===== config.mk =====
export PLATFORM = sky130hd
export DESIGN_NAME = sarith_core
export DESIGN_NICKNAME = d
export VERILOG_FILES = /design/src/rtl/sarith_pkg.sv /design/src/rtl/sarith_rst_sync.sv /design/src/rtl/sarith_addsub.sv /design/src/rtl/sarith_mul.sv /design/src/rtl/sarith_div.sv /design/src/rtl/sarith_core.sv
export SDC_FILE = /design/constraint.sdc
export NUM_CORES = 2
export LEC_CHECK = 0
export BUFFER_PORTS_ARGS = -buffer_cell sky130_fd_sc_hd__buf_2
export CAP_MARGIN = 0
export CORE_MARGIN = 2
export CORE_UTILIZATION = 55
export CTS_CLUSTER_DIAMETER = 200
export CTS_CLUSTER_SIZE = 12
export DETAILED_ROUTE_END_ITERATION = 16
export PLACE_DENSITY_LB_ADDON = 0.25
export SLEW_MARGIN = 40
export SYNTH_ARGS = -nofsm -noshare
export SYNTH_HDL_FRONTEND = slang
export SYNTH_SLANG_ARGS = --single-unit

===== constraint.sdc =====
create_clock -name clk -period 6.85 [get_ports clk]
set_input_delay 1.0275 -clock clk [delete_from_list [all_inputs] [get_ports clk]]
set_output_delay 1.0275 -clock clk [all_outputs]
set_load 0.005 [all_outputs]

===== src/rtl/sarith_pkg.sv =====
package sarith_pkg;

  typedef enum logic [1:0] {
    OP_ADD = 2'b00,
    OP_SUB = 2'b01,
    OP_MUL = 2'b10,
    OP_DIV = 2'b11
  } op_e;

  typedef enum logic [1:0] {
    ST_IDLE = 2'b00,
    ST_FAST = 2'b01,
    ST_DIV  = 2'b10
  } state_e;

endpackage


===== src/rtl/sarith_rst_sync.sv =====
module sarith_rst_sync #(
  parameter int STAGES = 2
) (
  input  logic clk,
  input  logic rst_n,
  output logic rst_sync_n
);

  logic [STAGES-1:0] ff_q;

  always_ff @(posedge clk or negedge rst_n) begin
    if (!rst_n) begin
      ff_q <= '0;
    end else begin
      ff_q <= {ff_q[STAGES-2:0], 1'b1};
    end
  end

  assign rst_sync_n = ff_q[STAGES-1];

endmodule


===== src/rtl/sarith_addsub.sv =====
module sarith_addsub #(
  parameter int W = 32
) (
  input  logic [W-1:0] a,
  input  logic [W-1:0] b,
  input  logic         sub,
  output logic [W-1:0] sum,
  output logic         ovf
);

  logic [W-1:0] b_eff;
  logic [W-1:0] cin;

  assign b_eff = sub ? ~b : b;
  assign cin   = {{(W-1){1'b0}}, sub};
  assign sum   = a + b_eff + cin;
  // like-signed inputs giving an opposite-signed output cannot be exact
  assign ovf   = (a[W-1] == b_eff[W-1]) && (sum[W-1] != a[W-1]);

endmodule


===== src/rtl/sarith_mul.sv =====
module sarith_mul #(
  parameter int W = 32
) (
  input  logic [W-1:0] a,
  input  logic [W-1:0] b,
  output logic [W-1:0] prod,
  output logic         ovf
);

  localparam int PW = 2 * W;

  logic signed [PW-1:0] full;
  logic [W:0]           upper;

  assign full  = $signed(a) * $signed(b);
  assign prod  = full[W-1:0];
  // the product fits only if its top W+1 bits are a pure sign extension
  assign upper = full[PW-1:W-1];
  assign ovf   = !((&upper) || !(|upper));

endmodule


===== src/rtl/sarith_div.sv =====
module sarith_div #(
  parameter int W = 32
) (
  input  logic         clk,
  input  logic         rst_n,
  input  logic         load,
  input  logic [W-1:0] dividend,
  input  logic [W-1:0] divisor,
  output logic [W-1:0] quo,
  output logic         err,
  output logic         fin
);

  localparam int CW = $clog2(W);

  logic [W-1:0]  rem_q, rem_d;
  logic [W-1:0]  quo_q, quo_d;
  logic [W-1:0]  dvs_q, dvs_d;
  logic          neg_q, neg_d;
  logic          zero_q, zero_d;
  logic          run_q, run_d;
  logic          fin_q, fin_d;
  logic [CW-1:0] cnt_q, cnt_d;

  logic [W:0]    shifted;
  logic [W:0]    trial;
  logic [W-1:0]  a_mag;
  logic [W-1:0]  b_mag;
  logic          upd;

  assign a_mag   = dividend[W-1] ? (~dividend + W'(1)) : dividend;
  assign b_mag   = divisor[W-1]  ? (~divisor + W'(1))  : divisor;
  assign shifted = {rem_q, quo_q[W-1]};
  assign trial   = shifted - {1'b0, dvs_q};
  assign upd     = load || run_q;

  always_comb begin
    rem_d  = rem_q;
    quo_d  = quo_q;
    dvs_d  = dvs_q;
    neg_d  = neg_q;
    zero_d = zero_q;
    run_d  = run_q;
    cnt_d  = cnt_q;
    fin_d  = 1'b0;
    if (load) begin
      rem_d  = '0;
      quo_d  = a_mag;
      dvs_d  = b_mag;
      neg_d  = dividend[W-1] ^ divisor[W-1];
      zero_d = (divisor == '0);
      run_d  = 1'b1;
      cnt_d  = '0;
    end else if (run_q) begin
      quo_d = {quo_q[W-2:0], ~trial[W]};
      rem_d = trial[W] ? shifted[W-1:0] : trial[W-1:0];
      cnt_d = cnt_q + CW'(1);
      if (cnt_q == CW'(W - 1)) begin
        run_d = 1'b0;
        fin_d = 1'b1;
      end
    end
  end

  always_ff @(posedge clk or negedge rst_n) begin
    if (!rst_n) begin
      rem_q  <= '0;
      quo_q  <= '0;
      dvs_q  <= '0;
      neg_q  <= 1'b0;
      zero_q <= 1'b0;
      run_q  <= 1'b0;
      cnt_q  <= '0;
      fin_q  <= 1'b0;
    end else begin
      fin_q <= fin_d;
      if (upd) begin
        rem_q  <= rem_d;
        quo_q  <= quo_d;
        dvs_q  <= dvs_d;
        neg_q  <= neg_d;
        zero_q <= zero_d;
        run_q  <= run_d;
        cnt_q  <= cnt_d;
      end
    end
  end

  // sign correction on the unsigned magnitude quotient
  assign quo = neg_q ? (~quo_q + W'(1)) : quo_q;
  // a positive quotient with its top bit set is 2^(W-1): not representable
  assign err = zero_q || (!neg_q && quo_q[W-1]);
  assign fin = fin_q;

endmodule


===== src/rtl/sarith_core.sv =====
module sarith_core
  import sarith_pkg::*;
#(
  parameter int DATA_W = 32
) (
  input  logic              clk,
  input  logic              rst_n,
  input  logic              start,
  input  logic [1:0]        op_sel,
  input  logic [DATA_W-1:0] opa,
  input  logic [DATA_W-1:0] opb,
  output logic [DATA_W-1:0] result,
  output logic              done,
  output logic              err
);

  logic              rst_i_n;
  state_e            state_q, state_d;
  op_e               op_q, op_in;
  logic [DATA_W-1:0] a_q, b_q;
  logic [DATA_W-1:0] res_q;
  logic              err_q, done_q;

  logic              idle;
  logic              accept;
  logic              div_load;
  logic              cap_en;
  logic [DATA_W-1:0] cap_val;
  logic              cap_err;

  logic [DATA_W-1:0] as_sum;
  logic              as_ovf;
  logic [DATA_W-1:0] mul_p;
  logic              mul_ovf;
  logic [DATA_W-1:0] div_q;
  logic              div_err;
  logic              div_fin;

  sarith_rst_sync #(.STAGES(2)) u_rst (
    .clk        (clk),
    .rst_n      (rst_n),
    .rst_sync_n (rst_i_n)
  );

  sarith_addsub #(.W(DATA_W)) u_addsub (
    .a   (a_q),
    .b   (b_q),
    .sub (op_q == OP_SUB),
    .sum (as_sum),
    .ovf (as_ovf)
  );

  sarith_mul #(.W(DATA_W)) u_mul (
    .a    (a_q),
    .b    (b_q),
    .prod (mul_p),
    .ovf  (mul_ovf)
  );

  sarith_div #(.W(DATA_W)) u_div (
    .clk      (clk),
    .rst_n    (rst_i_n),
    .load     (div_load),
    .dividend (opa),
    .divisor  (opb),
    .quo      (div_q),
    .err      (div_err),
    .fin      (div_fin)
  );

  assign op_in    = op_e'(op_sel);
  assign idle     = (state_q == ST_IDLE);
  assign accept   = idle && start;
  assign div_load = accept && (op_in == OP_DIV);
  assign cap_en   = (state_q == ST_FAST) || ((state_q == ST_DIV) && div_fin);

  // next state
  always_comb begin
    state_d = state_q;
    unique case (state_q)
      ST_IDLE: if (start) state_d = (op_in == OP_DIV) ? ST_DIV : ST_FAST;
      ST_FAST: state_d = ST_IDLE;
      ST_DIV:  if (div_fin) state_d = ST_IDLE;
      default: state_d = ST_IDLE;
    endcase
  end

  // outcome select
  always_comb begin
    unique case (op_q)
      OP_ADD, OP_SUB: begin
        cap_val = as_sum;
        cap_err = as_ovf;
      end
      OP_MUL: begin
        cap_val = mul_p;
        cap_err = mul_ovf;
      end
      default: begin
        cap_val = div_q;
        cap_err = div_err;
      end
    endcase
  end

  always_ff @(posedge clk or negedge rst_i_n) begin
    if (!rst_i_n) begin
      state_q <= ST_IDLE;
      op_q    <= OP_ADD;
      a_q     <= '0;
      b_q     <= '0;
      res_q   <= '0;
      err_q   <= 1'b0;
      done_q  <= 1'b0;
    end else begin
      state_q <= state_d;
      done_q  <= cap_en;
      if (accept) begin
        op_q <= op_in;
        a_q  <= opa;
        b_q  <= opb;
      end
      if (cap_en) begin
        res_q <= cap_err ? '0 : cap_val;
        err_q <= cap_err;
      end
    end
  end

  assign result = res_q;
  assign done   = done_q;
  assign err    = err_q;

endmodule


# Word level (Yosys, flattened, before mapping)
# Cells that the tools add are included.
# classes
add_sub_neg	7
multipliers	1
div	0
magnitude_cmp	0
n_eq_ne	10
n_shift	0
n_mux	24
bitwise_logic	6
n_reduce_logical	22
# op_table
cell	n
$mux 32	10
$not 32->32	4
$add 32x1->32 const B	3
$mul 32x32->64	1
$pmux 32 s2	1
$reduce_and 33->1	1
$reduce_or 33->1	1
$sub 33x32->33	1
$add 32x1->32	1
$add 32x32->32	1
$logic_not 32->1	1
$mux 5	2
$eq 2x2->1 const B	3
$mux 1	6
$mux 2	3
$reduce_and 2->1	3
$add 5x1->5 const B	1
$eq 5x5->1 const B	1
$logic_and 1x1->1	5
$eq 2x1->1 const B	2
$logic_not 2->1	2
$logic_or 1x1->1	4
$pmux 2 s2	1
$logic_not 1->1	3
9 further kinds	9
# word_totals
register_bits	209
latchBits	0
mem_bits_rw	0
mem_bits_ro	0
input_bits	69
output_inout_bits	34
wordCells	86
mem_count	0

# Longest topological paths before layout
# depth
depth_word	8
ltp_mapped	33
depth_no_buf	28

# Modules after synthesis
# A second synthesis with hierarchy kept.
# hier_totals
hier_cells	5406
area_unflattened_um2	50903.8
# by_module_without_submodules
mod	instances	cells_per_inst	area_per_inst_um2
sarith_mul	1	3767	35820.6
sarith_div	1	1010	8261.7
sarith_core	1	340	4714.5
sarith_addsub	1	286	2053.2
sarith_rst_sync	1	3	53.8

# Worst setup path after synthesis
# Ideal clock, no wire load.
# synth_path
path_kind	flip-flop to flip-flop
start	register a_q[31]
end	register err_q (netlist: err)
setup_ps	119
t_arrival_ps	9145
required_time_ps	6731
slack_ps	-2414
stages_incl_launch_ff	32
cell_sequence	dfrtp_1 > clkbuf_1 > clkbuf_1 > nand2_1 > inv_1 > fa_1 > fa_1 > inv_1 > fa_1 > inv_1 > fa_1 > inv_1 > fa_1 > fa_1 > fa_1 > fa_1 > inv_1 > ha_1 > clkbuf_1 > a21o_1 > o21bai_1 > a311oi_1 > nor4bb_1 > inv_1 > o21ai_0 > and3_1 > o221ai_1 > nor4b_1 > nand4_1 > a311o_1 > buf_6 > o21a_1
# synth_between
elab_chain_cells	6
# synth_rtl
element	line_no	rtl
from (decl)	sarith_core.sv:20	logic [DATA_W-1:0] a_q, b_q;
from (signal assigned)	sarith_core.sv:120	a_q <= opa;
$mul 32x32->64	sarith_mul.sv:15	assign full = $signed(a) * $signed(b);
$reduce_or 33->1	sarith_mul.sv:19	assign ovf = !((&upper) || !(|upper));
$logic_not 1->1	sarith_mul.sv:19	
$logic_or 1x1->1	sarith_mul.sv:19	
$logic_not 1->1	sarith_mul.sv:19	
$pmux 1 s2 *	sarith_core.sv:90	unique case (op_q)
to (signal assigned)	sarith_core.sv:125	err_q <= cap_err;
to (decl)	sarith_core.sv:22	logic err_q, done_q;
# Every way passes the cells marked *; elsewhere a longest branch is shown, timed or not.
# A chain may end at the register's enable or synchronous reset.

# Worst setup path after layout
# layout_path
start	register b_q[7]
end	register res_q[19] (netlist: result[19])
# layout_between
elab_chain_cells	8
# layout_rtl
element	line_no	rtl
from (decl)	sarith_core.sv:20	
from (signal assigned)	sarith_core.sv:121	b_q <= opb;
branches (longest 7 deep; another with $mul 32x32->64)	n/a	
$mux 32 *	sarith_core.sv:124	res_q <= cap_err ? '0 : cap_val;
to (signal assigned)	sarith_core.sv:124	
to (decl)	sarith_core.sv:21	logic [DATA_W-1:0] res_q;
# Every way passes the cells marked *.

==> run metrics <==
nets roughly 7.3k; Hold Crit Class primary input to async pin; Final WS setup -2.240 ns; PortBufs slightly above 100; Worst Setup Start Kind flip-flop; CTS tree yes; Ys Warns 0; unrepaired setup endpoints after global routing yes; kind of critical path flip-flop to flip-flop; status complete, but fails checks; Setup TNS -71.99 ns; Synth Register Bits 209; via density per instance ~5.7; CP Max Fanout 8; distinct cell type count after synthesis 73; share of layout cells above drive strength 1 17.82%; worst endpoint data arrival time about 9.6 ns; register area share after synthesis approximately a tenth; Synth area leaders fa_1 (43%), dfrtp_1 (10%), ha_1 (6.3%); fillers 7384; Register-to-Register Path Depth 31; Initial Util around 56%; TritonCTS Sinks around 210; 1st-iter DRT viols approximately 3.5k; Reg-to-Reg Start b_q[7]; final hold viol count 0; die area around 0.094 sq mm; maximum level of the CTS H-tree 1; global placement routability congestion approximately 0.99; Worst EP required about 7.3 ns; core area between 0.09 and 0.1 sq mm; final wirelength 156700 microns; die height roughly 310 microns; slew margin rel. roughly 46%; Peak Freq about 110 MHz; minimum clock period between 9 and 10 ns; Cell Area, Synth roughly 0.05 sq mm; die span in x 306.4 microns; DP HPWL around 130000 microns; top cell type's share of synthesized area a little over two fifths; vias in the first global route 43.02k; Syn Inst Count 5423; Max-Cap Viols 0; gr usage total 34.63%; total gr overflow 0; Final Max Tran Viols 0; failing checks setup timing; Period Utilization, post-route 132.7%; via count 40.35k; P&R area growth vs syn 16.28%; Crit path largest cell delay about 0.55 ns; clk root buf clkbuf_16; DR DRC count 0; Crit. End Element flip-flop; ys async rst share between 90% and 100%; reg-to-reg setup timing slack -2.24 ns; Clock Skew around 0.023 ns; Mean Syn Cell Area 9.272 sq um; cts hold-fix bufs 0; most frequent cell after synthesis fa_1; Avg WL per Cell between 20 and 25 microns; Std-Cell Rows 110; clk_lat worst skew 0.56 ns; antenna violations before repair 3; CP most frequent cell fa_1; Most used DFF post-synth dfrtp_1; Post-synth top cells fa_1 (1084), nand2_1 (815), inv_1 (793); final std cells w/o fill roughly 7.1k; largest net degree at the start of global routing roughly 110; Syn Nets 6828; slowest cell on the critical path or4b_1; Placed Instances around 7k; ANT nets after route 0; pin slew with the least headroom to its limit 0.8079 ns; Longest Clk Path Bufs 3; clock transition at the registers of the reported paths ~0.080 ns; Post-synth EDFFs 0; I/O pin total between 100 and 150; final-report setup violation count 33; DR pass1 iterations 8; cell taking the most area after synthesis fa_1; reg2reg end result[19]; first-pass GRT wire length ~250000 microns; CTS Buf Count 21
[worst max-delay path by stage]
stage                            end  slack (ns)    start
after global placement     result[4]       -2.36  a_q[10]
after global routing      result[19]       -2.47  a_q[31]
after floorplan                  err       -1.87  a_q[31]
after CTS                 result[26]       -2.13   b_q[7]
after detailed placement   result[4]       -2.49  a_q[10]
final                     result[19]       -2.24   b_q[7]
[cell usage in the layout, fill, tap and decap left out, drive strengths merged, types with 15 or more instances in the layout]
| cell | count |
|---|---|
| fa | 1084 |
| nand2 | 815 |
| inv | 793 |
| buf | 775 |
| and2 | 461 |
| o21ai | 255 |
| ha | 252 |
| dfrtp | 209 |
| a21oi | 180 |
| xnor2 | 147 |
| nor2 | 122 |
| xor2 | 89 |
| mux2 | 67 |
| mux2i | 62 |
| a21o | 47 |
| nand2b | 45 |
| nor3 | 40 |
| o31ai | 39 |
| nand4 | 35 |
| nand3 | 32 |
| a211oi | 27 |
| clkbuf | 26 |
| or3 | 23 |
| o21a | 22 |
| o211ai | 21 |
| or4 | 20 |
| a31oi | 17 |
| nor4 | 17 |
| and3 | 16 |
| o21bai | 15 |
[per-stage QoR]
stage	setup WS, ns	hold slack [ns]	utilization, %	area [sq um]
after global placement	-2.365	0.3424	63.02	56900
after CTS	-2.131	0.2499	64.45	58190
final	-2.240	0.2602	64.76	58470
after floorplan	-1.874	0.3312	-	50420
after global routing	-2.465	0.2553	64.76	58470
after detailed placement	-2.490	0.3490	63.02	56900
[routing by layer]
layer  vias to the layer above  track usage [%]  wire, microns
met2                      1587            55.15          72980
li1                      17870                -              -
met4                         2            15.12           8302
met3                       328            6.650          13010
met1                     20570            46.47          62340
met5                         -                0              8
[critical path, delay by kind of cell (launching register included)]
| kind | cells | cell delay [ns] |
|---|---|---|
| flops | 1 | 0.40 |
| compound gates | 7 | 1.43 |
| fa+ha+maj | 9 | 4.07 |
| simple gates | 6 | 1.96 |
| buf+inv | 9 | 1.12 |
[flip-flops by register name, summed over array words and instances (netlist names)]
register      cells
u_div.fin         1
err               1
u_div.rem_q      32
u_rst.ff_q        2
u_div.quo_q      32
done              1
u_div.dvs_q      32
a_q              32
op_q              2
u_div.neg_q       1
u_div.zero_q      1
u_div.run_q       1
result           32
state_q           2
u_div.cnt_q       5
b_q              32
[what timing repair did]
action                                  4_1_cts  5_1_grt
endpoints found under the setup margin       33       33
buffers inserted                             17        7
pin swaps                                    34       19
resized for setup                           117       58
cloned                                        4        1
[layout make-up]
cell class                 instances  area [sq um]  share of cell area [%]
antenna                            2         5.005                0.008559
clock buffer                      25         540.5                  0.9244
clock inverter                     2         17.52                 0.02996
inverter                         794          2988                   5.110
multi-input combinational       4096         41550                   71.06
sequential                       209          5260                   8.996
tap                             1176          1471                   2.516
timing repair buffer             777          6638                   11.35
[cells by family after synthesis]
| group | count (synthesis) | synth area share, % |
|---|---|---|
| adders and majority gates | 1336 | 49.43 |
| DFF | 209 | 10.40 |
| other | 1 | 0.007458 |
| buffers and inverters | 1118 | 8.403 |
| xor gates and xnor gates | 236 | 4.111 |
| and+or+nand+nor | 1682 | 16.27 |
| AOI/OAI and AO/OA | 712 | 8.644 |
| muxes | 129 | 2.735 |
Power is left out: the tool's default activity adds up to more than one toggle a clock period on the data nets, which glitch-free logic cannot reach.
